## src/rtl/step_cpu_pkg.sv

```systemverilog
package step_cpu_pkg;
  localparam int OP_W = 4;

  typedef enum logic [2:0] {
    ST_FETCH,
    ST_DECODE,
    ST_ALU,
    ST_LOAD,
    ST_STORE,
    ST_LDI,
    ST_NOP
  } state_e;

  localparam logic [OP_W-1:0] OP_ALU   = 4'd0;
  localparam logic [OP_W-1:0] OP_LOAD  = 4'd1;
  localparam logic [OP_W-1:0] OP_STORE = 4'd2;
  localparam logic [OP_W-1:0] OP_LDI   = 4'd3;
endpackage

```

## src/rtl/step_cpu_pc.sv

```systemverilog
module step_cpu_pc #(
  parameter int PC_W = 16
) (
  input  logic            clk_i,
  input  logic            rst_ni,
  input  logic            inc_i,
  output logic [PC_W-1:0] pc_o
);
  logic [PC_W-1:0] pc_q;

  always_ff @(posedge clk_i or negedge rst_ni) begin
    if (!rst_ni)    pc_q <= '0;
    else if (inc_i) pc_q <= pc_q + 1'b1;
  end

  assign pc_o = pc_q;

  assert_pc_step_R11: assert property (@(posedge clk_i) disable iff (!rst_ni)
    inc_i |=> pc_q == $past(pc_q) + 1'b1);
  assert_pc_hold_R11: assert property (@(posedge clk_i) disable iff (!rst_ni)
    !inc_i |=> $stable(pc_q));
endmodule

```

## src/rtl/step_cpu_seq.sv

```systemverilog
module step_cpu_seq
  import step_cpu_pkg::*;
#(
  parameter int FLD_W = 4,
  localparam int IW = OP_W + 2 * FLD_W
) (
  input  logic          clk_i,
  input  logic          rst_ni,
  input  logic          step_i,
  input  logic [IW-1:0] data_i,
  output state_e        state_o,
  output logic [IW-1:0] ir_o,
  output logic          ir_load_o,
  output logic          pc_inc_o
);
  state_e          state_q, state_nx;
  logic [IW-1:0]   ir_q;
  logic [OP_W-1:0] opcode;
  logic            in_exec;

  assign opcode  = ir_q[IW-1 -: OP_W];
  assign in_exec = state_q inside {ST_ALU, ST_LOAD, ST_STORE, ST_LDI, ST_NOP};

  always_comb begin
    state_nx = ST_FETCH;
    unique case (state_q)
      ST_FETCH:  state_nx = ST_DECODE;
      ST_DECODE: begin
        case (opcode)
          OP_ALU:   state_nx = ST_ALU;
          OP_LOAD:  state_nx = ST_LOAD;
          OP_STORE: state_nx = ST_STORE;
          OP_LDI:   state_nx = ST_LDI;
          default:  state_nx = ST_NOP;
        endcase
      end
      default:   state_nx = ST_FETCH;
    endcase
  end

  assign ir_load_o = step_i && (state_q == ST_FETCH);
  assign pc_inc_o  = step_i && in_exec;

  always_ff @(posedge clk_i or negedge rst_ni) begin
    if (!rst_ni) begin
      state_q <= ST_FETCH;
      ir_q    <= '0;
    end else begin
      if (step_i)    state_q <= state_nx;
      if (ir_load_o) ir_q    <= data_i;
    end
  end

  assign state_o = state_q;
  assign ir_o    = ir_q;

  assert_hold_R2: assert property (@(posedge clk_i) disable iff (!rst_ni)
    !step_i |=> $stable(state_q) && $stable(ir_q));
  assert_fetch_to_dec_R5: assert property (@(posedge clk_i) disable iff (!rst_ni)
    (step_i && state_q == ST_FETCH) |=> state_q == ST_DECODE);
  assert_exec_to_fetch_R5: assert property (@(posedge clk_i) disable iff (!rst_ni)
    pc_inc_o |=> state_q == ST_FETCH);
  assert_ir_capture_R4: assert property (@(posedge clk_i) disable iff (!rst_ni)
    ir_load_o |=> ir_q == $past(data_i));
  assert_nop_decode_R10: assert property (@(posedge clk_i) disable iff (!rst_ni)
    (step_i && state_q == ST_DECODE && opcode > OP_LDI) |=> state_q == ST_NOP);
endmodule

```

## src/rtl/step_cpu_out.sv

```systemverilog
module step_cpu_out
  import step_cpu_pkg::*;
#(
  parameter int FLD_W = 4
) (
  input  logic             clk_i,
  input  logic             rst_ni,
  input  state_e           state_i,
  input  logic             step_i,
  input  logic [FLD_W-1:0] pc_lo_i,
  input  logic [FLD_W-1:0] reg_fld_i,
  input  logic [FLD_W-1:0] low_fld_i,
  input  logic [FLD_W-1:0] data_lo_i,
  input  logic [FLD_W-1:0] alu_res_i,
  input  logic [FLD_W-1:0] rf_rdata_i,
  output logic [FLD_W-1:0] addr_o,
  output logic             rd_o,
  output logic [FLD_W-1:0] alu_fn_o,
  output logic [FLD_W-1:0] rf_raddr_o,
  output logic             rf_we_o,
  output logic [FLD_W-1:0] rf_waddr_o,
  output logic [FLD_W-1:0] rf_wdata_o,
  output logic [FLD_W-1:0] wdata_o
);
  logic mem_phase;

  assign mem_phase = state_i inside {ST_LOAD, ST_STORE};

  // shared bus: data address only while a memory instruction executes
  assign addr_o     = mem_phase ? low_fld_i : pc_lo_i;
  assign rd_o       = (state_i != ST_STORE);
  assign alu_fn_o   = low_fld_i;
  assign rf_raddr_o = reg_fld_i;
  assign wdata_o    = rf_rdata_i;
  assign rf_waddr_o = reg_fld_i;

  // write on the leaving edge only, so a held step gives one write
  assign rf_we_o = step_i && (state_i inside {ST_ALU, ST_LOAD, ST_LDI});

  always_comb begin
    unique case (state_i)
      ST_ALU:  rf_wdata_o = alu_res_i;
      ST_LOAD: rf_wdata_o = data_lo_i;
      default: rf_wdata_o = low_fld_i;
    endcase
  end

  assert_we_single_R12: assert property (@(posedge clk_i) disable iff (!rst_ni)
    rf_we_o |=> !rf_we_o);
  assert_no_dual_write_R8: assert property (@(posedge clk_i) disable iff (!rst_ni)
    $onehot0({rf_we_o, !rd_o}));
  assert_fetch_read_R3: assert property (@(posedge clk_i) disable iff (!rst_ni)
    (state_i == ST_FETCH) |-> rd_o);
endmodule

```

## src/rtl/step_cpu_ctrl.sv

```systemverilog
module step_cpu_ctrl
  import step_cpu_pkg::*;
#(
  parameter int PC_W  = 16,
  parameter int FLD_W = 4,
  localparam int IW = OP_W + 2 * FLD_W
) (
  input  logic             clk_i,
  input  logic             rst_ni,
  input  logic             step_i,
  input  logic [IW-1:0]    data_i,
  input  logic [FLD_W-1:0] alu_res_i,
  input  logic [FLD_W-1:0] rf_rdata_i,
  output logic [FLD_W-1:0] addr_o,
  output logic             rd_o,
  output logic             ir_load_o,
  output logic [FLD_W-1:0] alu_fn_o,
  output logic [FLD_W-1:0] rf_raddr_o,
  output logic             rf_we_o,
  output logic [FLD_W-1:0] rf_waddr_o,
  output logic [FLD_W-1:0] rf_wdata_o,
  output logic [FLD_W-1:0] wdata_o,
  output logic [PC_W-1:0]  pc_o
);
  state_e        state;
  logic [IW-1:0] ir;
  logic          pc_inc;

  step_cpu_pc #(.PC_W(PC_W)) u_pc (
    .clk_i (clk_i),
    .rst_ni(rst_ni),
    .inc_i (pc_inc),
    .pc_o  (pc_o)
  );

  step_cpu_seq #(.FLD_W(FLD_W)) u_seq (
    .clk_i    (clk_i),
    .rst_ni   (rst_ni),
    .step_i   (step_i),
    .data_i   (data_i),
    .state_o  (state),
    .ir_o     (ir),
    .ir_load_o(ir_load_o),
    .pc_inc_o (pc_inc)
  );

  step_cpu_out #(.FLD_W(FLD_W)) u_out (
    .clk_i     (clk_i),
    .rst_ni    (rst_ni),
    .state_i   (state),
    .step_i    (step_i),
    .pc_lo_i   (pc_o[FLD_W-1:0]),
    .reg_fld_i (ir[2*FLD_W-1:FLD_W]),
    .low_fld_i (ir[FLD_W-1:0]),
    .data_lo_i (data_i[FLD_W-1:0]),
    .alu_res_i (alu_res_i),
    .rf_rdata_i(rf_rdata_i),
    .addr_o    (addr_o),
    .rd_o      (rd_o),
    .alu_fn_o  (alu_fn_o),
    .rf_raddr_o(rf_raddr_o),
    .rf_we_o   (rf_we_o),
    .rf_waddr_o(rf_waddr_o),
    .rf_wdata_o(rf_wdata_o),
    .wdata_o   (wdata_o)
  );

  assert_reset_pc_R1: assert property (@(posedge clk_i)
    !rst_ni |-> pc_o == '0);
endmodule

```

## config.mk

```make
export PLATFORM = sky130hd
export DESIGN_NAME = step_cpu_ctrl
export DESIGN_NICKNAME = d
export VERILOG_FILES = /design/src/rtl/step_cpu_pkg.sv /design/src/rtl/step_cpu_pc.sv /design/src/rtl/step_cpu_seq.sv /design/src/rtl/step_cpu_out.sv /design/src/rtl/step_cpu_ctrl.sv
export SDC_FILE = /design/constraint.sdc
export NUM_CORES = 1
export LEC_CHECK = 0
export BUFFER_PORTS_ARGS = -buffer_cell sky130_fd_sc_hd__buf_2
export CAP_MARGIN = 20
export CORE_MARGIN = 4
export CORE_UTILIZATION = 52
export CTS_CLUSTER_DIAMETER = 60
export DETAILED_ROUTE_END_ITERATION = 10
export GPL_TIMING_DRIVEN = 0
export PLACE_DENSITY = 0.84
export SYNTH_ARGS = -nofsm -noshare
export SYNTH_HDL_FRONTEND = slang
export SYNTH_HIERARCHICAL = 1
export SYNTH_SLANG_ARGS = --single-unit
```

## constraint.sdc

```tcl
create_clock -name clk_i -period 4.72 [get_ports clk_i]
set_clock_uncertainty 0.05 [all_clocks]
set_input_delay 0.236 -clock clk_i [delete_from_list [all_inputs] [get_ports clk_i]]
set_output_delay 0.236 -clock clk_i [all_outputs]
set_load 0.005 [all_outputs]
```

==> results.ini <==
[run_status]
status=finished, final reports clean

[pwr]
p_clk_share_pct=11.4
combPwrFrac_pct=50.8
p_sw_uw=464
pwr_density_cell_nw_per_um2=585
switching_share_pct=36.8
ir_worst_vdd_mv=0.299
internal_power_uw=798
p_leak_uw=0.00108
power.share.sequential_pct=37.8

[cells_and_area]
utilization_pct=68.9
drive_above_1_share_pct=48.7
mostFrequentLayoutCells=buf_2, dfrtp_1, buf_4
layout.cells.non_filler=268
final_common_cell=buf_2
final_area_um2=2160
area_growth_pct=24.2
n_antenna_cell=0
fin_nets=247

[setup_path]
cp_max_fo=9
cp.required_ps=4930
ff2ff_setup_slack_ps=2430
slowest_delay_ps=570
path_class=reg2reg
end_kind=register
cp.arrival_ps=2500
crit_path_cell_trace=o21ai_0, a31oi_1, nand4_4, nor3_2, and4_1, xor2_1
crit_buf_inv=0
cp_top_family=compound AO/OA/AOI/OAI gates
start_kind=register
critPathSlowestCell=a31oi_1

[clock_network]
cts_tree=built
clk_pin_slew_ps=90
cts.sinks=31
cts_resized=0
htreeDepth=2
clkLatencyLatePin_ps=330
cts_buffer_depth=2
clockRootBuffer=clkbuf_4
cts_made_buffers=5

[routing]
dr.pass1.iters=4
post_drt_wl_per_cell_um=12.8
ant_nets=0
vias=1366
drc=0
wl_um=3420
drtIter0Drc=42
vias_per_cell=5.10

[global_routing]
antenna_found_initial=0
grt_first_pass_wirelength_um=5620
grt_pass1_vias=1298
grtUsageTotal_pct=17.3
grt_max_degree=32
overflow=0

[timing]
period_minus_slack_ps=2290
rsz0062_at_grt=no
fmax_mhz=438
final-hold-violation-count=0
slew_headroom_pct=52.0
fin_tns_setup_ps=0
setup_violations=0
worstMarginPinSlew_ps=717
finalCritPeriodShare_pct=48.4
timing.final.max_slew_violations=0

[logic_synthesis]
synthesis.nets=178
ys_seq_elements=31
syn_area_um2=1740
synth_cell_types=34
ys_seq_area_share_pct=44.7
synth.avg_cell_area_um2=11.3
ys_warn_count=6
netlist_instances=154

[floorplan]
dieArea_um2=4330
initial_utilization_pct=55.5
core_um2=3130
fp.dieH_um=65.8
io_pins=66
die_width_um=65.8
row_count=20

[place]
post_dp_cell_area_um2=2100
placed_cells=259
port-buffer-count=61
dp_hpwl_um=2610
gp_congestion=0.758

[min_path]
min_path_type=in2reg

[flow_run]
maxCapViolCount=0

## power by group through the flow
stage | Clock (µW) | Combinational, µW | Sequential [µW]
finish | 144 | 641 | 477
global route | 163 | 707 | 500
CTS | 151 | 651 | 479
detailed placement | 0 | 649 | 485
global placement | 0 | 638 | 479
floorplan | 0 | 452 | 458
## cells by family after synthesis
logic type      Yosys count  synth area share (%)
simple gates             47                  16.5
flops                    31                  44.7
buf+inv                  24                  10.8
compound gates           18                  7.64
mux                      18                  12.0
xor+xnor                 15                  7.57
fa+ha+maj                 1                 0.721
## path summary, 6_finish.rpt
path,startpoint,end,cells past startpoint
max,u_seq/state_o[1],u_pc/pc_o[12],6
min,data_i[9],u_seq/ir_o[9],2
max reg2reg,u_seq/state_o[1],u_pc/pc_o[12],6
min reg2reg,u_pc/pc_o[15],u_pc/pc_o[15],1
max in group asynchronous,rst_ni,u_seq/ir_o[4],2
min in group asynchronous,rst_ni,u_seq/ir_o[1],2
## sequential cells by signal, indices dropped and copies added, names as in the netlist
register       cells
u_seq/state_o      3
u_seq/ir_o        12
u_pc/pc_o         16
## cells in the mapped netlist
library cell / number / area share, %
and3_1: 1 / 0.36
inv_1: 3 / 0.65
and2_1: 1 / 0.36
o211a_1: 1 / 0.58
dfrtp_1: 31 / 45
mux2_2: 12 / 7.8
buf_4: 16 / 6.9
xor2_1: 6 / 3.0
o32ai_1: 2 / 1.0
nand2_1: 12 / 2.6
nor3_1: 1 / 0.29
o21ai_1: 8 / 2.3
xnor2_1: 9 / 4.5
and4_1: 1 / 0.50
o21ai_0: 1 / 0.29
nand4_1: 3 / 1.1
nand2b_1: 1 / 0.36
mux2i_4: 1 / 1.3
nand4_4: 1 / 1.2
nor4b_4: 1 / 1.4
nor2_1: 8 / 1.7
nor4_1: 1 / 0.36
mux2i_1: 4 / 2.3
o21ai_2: 1 / 0.50
mux2_1: 1 / 0.65
or2_2: 2 / 0.72
o221a_1: 4 / 2.6
buf_6: 5 / 3.2
a31oi_1: 1 / 0.36
nor3_2: 2 / 1.2
ha_1: 1 / 0.72
nand2_2: 1 / 0.36
nor3b_1: 6 / 2.6
nand3_1: 5 / 1.4
## final cells by class
type | instances | area (µm²)
Fill cell | 257 | 972
Sequential cell | 31 | 776
Buffer | 21 | 176
Tap cell | 44 | 55.1
Timing Repair Buffer | 62 | 315
Multi-Input combinational cell | 99 | 772
Inverter | 3 | 11.3
Clock inverter | 1 | 5.00
Clock buffer | 7 | 45.0
## metrics by stage
| step | power [µW] | hold WS (ps) | setup slack [ps] |
|---|---|---|---|
| 6_report | 1260 | 86.8 | 2430 |
| 5_1_grt | 1370 | 56.6 | 2240 |
| 4_1_cts | 1280 | 64.0 | 2400 |
| 3_5_place_dp | 1130 | 258 | 2400 |
| 3_3_place_gp | 1120 | 261 | 2440 |
| 2_1_floorplan | 910 | -110 | 2730 |
## layer usage
metal / track usage (%) / share of wire [%] / wire, µm / up-vias
met5: 0 / 0 / 0 / -
met4: 6.99 / 1.6 / 56 / 0
met3: 6.12 / 7.5 / 256 / 6
met2: 29.7 / 48 / 1660 / 45
met1: 19.5 / 42 / 1450 / 646
li1: - / - / - / 669
## timing repair
item,CTS,global route
buffers inserted,0,0
hold endpoints to repair,31,0
hold buffers,1,0
Note: power is estimated with default switching activity, not from simulation.
